[src/rtl/serial_frame_rx.sv]
module serial_frame_rx #(
  parameter int WORD_W = 32,
  parameter int DIV_W  = 5,
  parameter int LEN_W  = 16
) (
  input  logic              clk,
  input  logic              rst,
  input  logic [DIV_W-1:0]  div_sel,
  input  logic [LEN_W-1:0]  frame_len,
  input  logic              sdata_i,
  output logic              sclk_o,
  output logic              fstrobe_o,
  output logic [WORD_W-1:0] word_o,
  output logic              word_vld_o
);
  localparam int CNT_W = $clog2(WORD_W + 1);

  logic [LEN_W-1:0]  scnt_q;
  logic [DIV_W-1:0]  dcnt_q;
  logic [CNT_W-1:0]  bcnt_q;
  logic [WORD_W-1:0] shreg_q;

  logic              ftick, btick, take, last;
  logic [DIV_W-1:0]  ph;
  logic [CNT_W-1:0]  bc;
  logic [WORD_W-1:0] shnext;

  assign ftick     = (scnt_q == '0);
  assign ph        = ftick ? '0 : dcnt_q;
  assign bc        = ftick ? '0 : bcnt_q;
  assign btick     = (ph == div_sel);
  assign take      = btick && (bc < CNT_W'(WORD_W));
  assign last      = take && (bc == CNT_W'(WORD_W - 1));
  assign shnext    = {shreg_q[WORD_W-2:0], sdata_i};
  assign sclk_o    = (ph <= (div_sel >> 1));
  assign fstrobe_o = (bc == '0);

  always_ff @(posedge clk) begin
    if (rst) begin
      scnt_q     <= '0;
      dcnt_q     <= '0;
      bcnt_q     <= '0;
      shreg_q    <= '0;
      word_o     <= '0;
      word_vld_o <= 1'b0;
    end else begin
      scnt_q     <= (scnt_q == frame_len - LEN_W'(1)) ? '0 : scnt_q + LEN_W'(1);
      dcnt_q     <= btick ? '0 : ph + DIV_W'(1);
      bcnt_q     <= take ? bc + CNT_W'(1) : bc;
      word_vld_o <= last;
      if (take) shreg_q <= shnext;
      if (last) word_o  <= shnext;
    end
  end
endmodule

[config.mk]
export PLATFORM = sky130hd
export DESIGN_NAME = serial_frame_rx
export DESIGN_NICKNAME = d
export VERILOG_FILES = /design/src/rtl/serial_frame_rx.sv
export SDC_FILE = /design/constraint.sdc
export NUM_CORES = 1
export LEC_CHECK = 0
export BUFFER_PORTS_ARGS = -buffer_cell sky130_fd_sc_hd__clkbuf_2
export CORE_MARGIN = 2
export CORE_UTILIZATION = 45
export CTS_CLUSTER_DIAMETER = 50
export CTS_CLUSTER_SIZE = 25
export DETAILED_ROUTE_END_ITERATION = 8
export GPL_TIMING_DRIVEN = 0
export PLACE_DENSITY = 0.65
export SYNTH_ARGS = -nofsm -noshare
export SYNTH_HDL_FRONTEND = slang
export SYNTH_SLANG_ARGS = --single-unit
[constraint.sdc]
create_clock -name clk -period 4.75 [get_ports clk]
set_input_delay 0.95 -clock clk [delete_from_list [all_inputs] [get_ports clk]]
set_output_delay 0.95 -clock clk [all_outputs]
set_load 0.02 [all_outputs]
### After elaboration in Yosys (flattened, before gate mapping)

Cells that the tools add are included.

* bits in registers: 91
* bits of input ports: 24
* output and inout port bits: 35
* logic and storage cells: 24

* add/sub/neg operators: 4
* magnitude comparators: 2
* eq/ne operators: 3
* mux-type cells: 3
* reduce and logical (&&, ||, !) cells: 6

Operators by type and width (count)
* adder 16 x 1 -> 16 bit, second input constant: 1
* == test 16 bit: 1
* logical NOT 16 bit: 1
* subtractor 16 x 1 -> 16 bit, second input constant: 1
* 2-to-1 mux 6 bit: 2
* adder 6 x 1 -> 6 bit, second input constant: 1
* == test 6 x 5 -> 1 bit, second input constant: 1
* logical NOT 6 bit: 1
* less-than comparator 6 bit, second input constant: 1
* adder 5 x 1 -> 5 bit, second input constant: 1
* == test 5 bit: 1
* less-or-equal comparator 5 x 4 -> 1 bit: 1
* 2-to-1 mux 5 bit: 1
* OR reduction 2 bit: 2
* logical AND 1 bit: 2

### Longest topological paths before layout

* word-level depth: 5
* gate-level depth with buffers: 14
* gate-level depth less buffers: 12

### Worst setup path after synthesis

Ideal clock, no wire load.

* kind: reg2out
* from: register scnt_q[0]
* to: output port sclk_o
* arrival: 2.398 ns
* required time: 3.800 ns
* path slack: 1.402 ns
* cell stages (with the launch flop): 14
* path buffers: 1
* cell sequence: dfxtp_1 inv_1 ha_1 nor4b_2 nand4_2 clkbuf_1 and2_1 ha_1 nor2b_1 o21ai_0 nand2b_1 a21oi_1 a41oi_1 a21oi_1

* cells in the longest elaborated chain, start to end: 3

Ends and longest elaborated chain
* from (decl): line 18 `logic [LEN_W-1:0] scnt_q;`
* from (signal assigned): line 47 `scnt_q <= (scnt_q == frame_len - LEN_W'(1)) ? '0 : scnt_q + LEN_W'(1);`
* logical NOT 16 bit: line 28 `assign ftick = (scnt_q == '0);`
* 2-to-1 mux 5 bit: line 29 `assign ph = ftick ? '0 : dcnt_q;`
* less-or-equal comparator 5 x 4 -> 1 bit: line 35 `assign sclk_o = (ph <= (div_sel >> 1));`
* to (decl): line 11 `output logic sclk_o,`

Every way passes these cells.

### Final worst setup path

Ends and elaborated chain as after synthesis.

==> reports/qor.yml <==
worst_setup_path:
  path_class: "register to primary output"
  start_kind: "register"
  cp_max_fo: 10
  crit_start: "scnt_q[0]$_SDFF_PP0_"
  crit_arrival_ns: 3.10
  worstPathRequired_ns: 3.80
  regToRegStartpoint: "scnt_q[0]$_SDFF_PP0_"
  end_kind: "primary output"
min_path:
  hold_class: "register to register"
  hold_start: "shreg_q[30]$_SDFFE_PP0P_"
placement:
  gp_congestion: 0.889
  io_buffers: 57
  detailed_place.area_um2: 4900
  dp_hpwl_mm: 6.85
  post-place-ws_ns: 1.09
clocking:
  ctsResizeCount: 0
  ctsHtreeMaxLevel: 3
  cts_root_buffer: "clkbuf_8"
  numCtsBuffers: 9
  hold_buffers: 0
  post_cts.repair.setup_buffers: 0
  clk_latency_ns: 0.36
  cts_tree: "yes"
  clkTransAtPathRegs_ns: 0.10
  clk_path_buf_depth: 2
  clock_sinks: 91
logic_synthesis:
  syn_nets: 536
  ys_ff_latch: 91
  synth.area.top_cells: "dfxtp_1, mux2i_1, nand2_1, xnor2_1, a21oi_1"
  synthAdderAreaFrac: 0.0281
  synthArstFlopShare: 0
  synth_simple_gate_area_frac: 0.231
  synth_top_area_frac: 0.409
  synth.avg_cell_area_um2: 8.87
  synth-xor-area-share: 0.0807
  synth_cell_types: 58
  synth_top_family_by_area: "simple AND/OR/NAND/NOR gates"
  synth_mux_area_frac: 0.0742
  yosysTopAreaCell: "dfxtp_1"
  synth_edf_count: 0
  ys_seq_area_frac: 0.409
  syn_area_um2: 4450
  synth_compound_area_frac: 0.125
  synth_warnings: 0
  ys.flop_type: "dfxtp_1"
  synthCells: 502
timing:
  rsz0062_at_grt: "no"
  final_max_slew_viol_count: 0
  fin_crit_ns: 4.05
  relSlewSlack: 0.654
  setup_viol: 0
  tightest_slew_ns: 0.516
  final_hold_viol_count: 0
  fin_skew_ns: 0.0117
  fin_tns_setup_ns: 0
  finalCritPeriodShare: 0.852
  postLayoutSetupSlackWorst_ns: 0.705
  max_freq_mhz: 247
layout:
  drive_above_1_share: 0.193
  fin_nets: 604
  syn_to_final_growth_pct: 14.9
  layout_commonest_cell: "dfxtp_1"
  layout_common_cells: "dfxtp_1, nand2_1, clkbuf_2"
  final_area_um2: 5110
  antenna_cells: 0
  nFillCells: 919
die:
  core_um2: 9680
  io_pins: 59
  start_util: 0.460
  rows: 36
  die_w_um: 103
  fp.dieH_um: 103
  dieArea_um2: 10700
power:
  p_leak_nw: 2.13
  power_switching_mw: 0.362
  power.internal_mw: 1.06
  pwr-share-seq: 0.544
  clkPwrFrac: 0.379
  ir_worst_vdd_uv: 170
  combPwrFrac: 0.077
  power_density_nw_per_um2: 278
  swShare: 0.255
route:
  detail_route.wl_per_cell_um: 12.9
  drc: 0
  vias_per_cell: 5.07
  via_count: 3587
  drt_iter0_drc: 122
  wirelength_mm: 9.13
  drt_pass1_iterations: 4
  antenna_left: 0
global_routing:
  grt_overflow: 0
  grt_pass1_vias: 3353
  grt_max_degree: 18
  track_usage: 0.181
  antenna_found_initial: 0
  grt_pass1_wl_mm: 15.4
flow_run:
  maxCapViolations: 0
status:
  status: "finished, final reports clean"
==> stage by stage <==
| step | utilization | total power [mW] | std cells | hold slack (ns) |
|---|---|---|---|---|
| 2_1_floorplan | - | 0.862 | 502 | 0.431 |
| 3_3_place_gp | 0.506 | 0.898 | 692 | 0.439 |
| 3_5_place_dp | 0.506 | 0.901 | 692 | 0.449 |
| 4_1_cts | 0.528 | 1.44 | 708 | 0.463 |
| 5_1_grt | 0.528 | 1.48 | 708 | 0.492 |
| 6_report | 0.528 | 1.42 | 708 | 0.459 |
==> synthesized netlist by cell type, types with 2 or more instances <==
cell / count
dfxtp_1: 91
nor2b_1: 2
mux2i_1: 33
buf_2: 3
xnor2_1: 27
buf_6: 8
or4_1: 2
and4_1: 2
nor4_1: 3
a211oi_1: 7
or3_1: 4
o2111ai_1: 2
inv_1: 14
nand4_1: 7
nand3b_1: 2
a211oi_2: 7
nand2_1: 81
nand3_1: 14
nand2b_1: 10
o21ai_0: 3
nor2_1: 48
a21oi_1: 46
xor2_1: 14
clkbuf_1: 15
ha_1: 10
and2_1: 4
a21o_1: 3
nor4_2: 4
nor3_1: 7
==> cells by family after synthesis <==
| group | after synthesis |
|---|---|
| AO/OA/AOI/OAI | 82 |
| XOR/XNOR | 41 |
| adder cells (fa/ha/maj) | 10 |
| buffers and inverters | 42 |
| flip-flops | 91 |
| multiplexers | 33 |
| AND/OR/NAND/NOR | 203 |
==> state kept, by name, summed over array words and instances, names as in the netlist <==
signal / count
scnt_q: 16
word_o: 32
dcnt_q: 5
bcnt_q: 6
shreg_q: 31
word_vld_o: 1
==> final timing paths <==
check	endpoint	slack (ns)	cells past startpoint
setup / recovery	sclk_o	0.70	14
setup reg to reg	word_o[25]$_SDFFE_PP0P_	1.75	14
hold reg to reg	shreg_q[30]$_SDFFE_PP0P_	0.46	2
hold / removal	shreg_q[30]$_SDFFE_PP0P_	0.46	2
==> power by group through the flow <==
stage               Sequential [mW]  Clock [mW]  Combinational, mW
finish                        0.773       0.539              0.110
global route                  0.774       0.585              0.122
CTS                           0.773       0.556              0.111
detailed placement            0.791           0              0.110
global placement              0.790           0              0.107
floorplan                     0.789           0             0.0731
==> worst max-delay path: stages, from the launching register on <==
cell and delay, ns:
dfxtp_1 0.46, inv_1 0.07, ha_1 0.19, nor4b_2 0.16, nand4_2 0.14, clkbuf_1 0.34
and2_1 0.24, ha_1 0.25, nor2b_1 0.13, o21ai_0 0.13, nand2b_1 0.07, a21oi_1 0.15
a41oi_1 0.06, a21oi_1 0.15, clkbuf_2 0.19
==> per-layer routing <==
metal  up-vias  track usage  share of wire
met5         -            0              0
met4         0       0.0668          0.015
met3        13       0.0302          0.039
met2        66        0.311           0.50
met1      1655        0.228           0.45
li1       1853            -              -
==> cell type report <==
type,instances,area (um2),share of cell area
multi-input combinational,369,2400,0.469
timing repair buffer,57,285,0.0558
inverter,14,52.6,0.0103
clock buffer,9,124,0.0242
sequential,91,1820,0.356
tap,133,166,0.0325
buffer,28,178,0.0347
clock inverter,7,87.6,0.0171
Power figures use the tool's default switching activity.
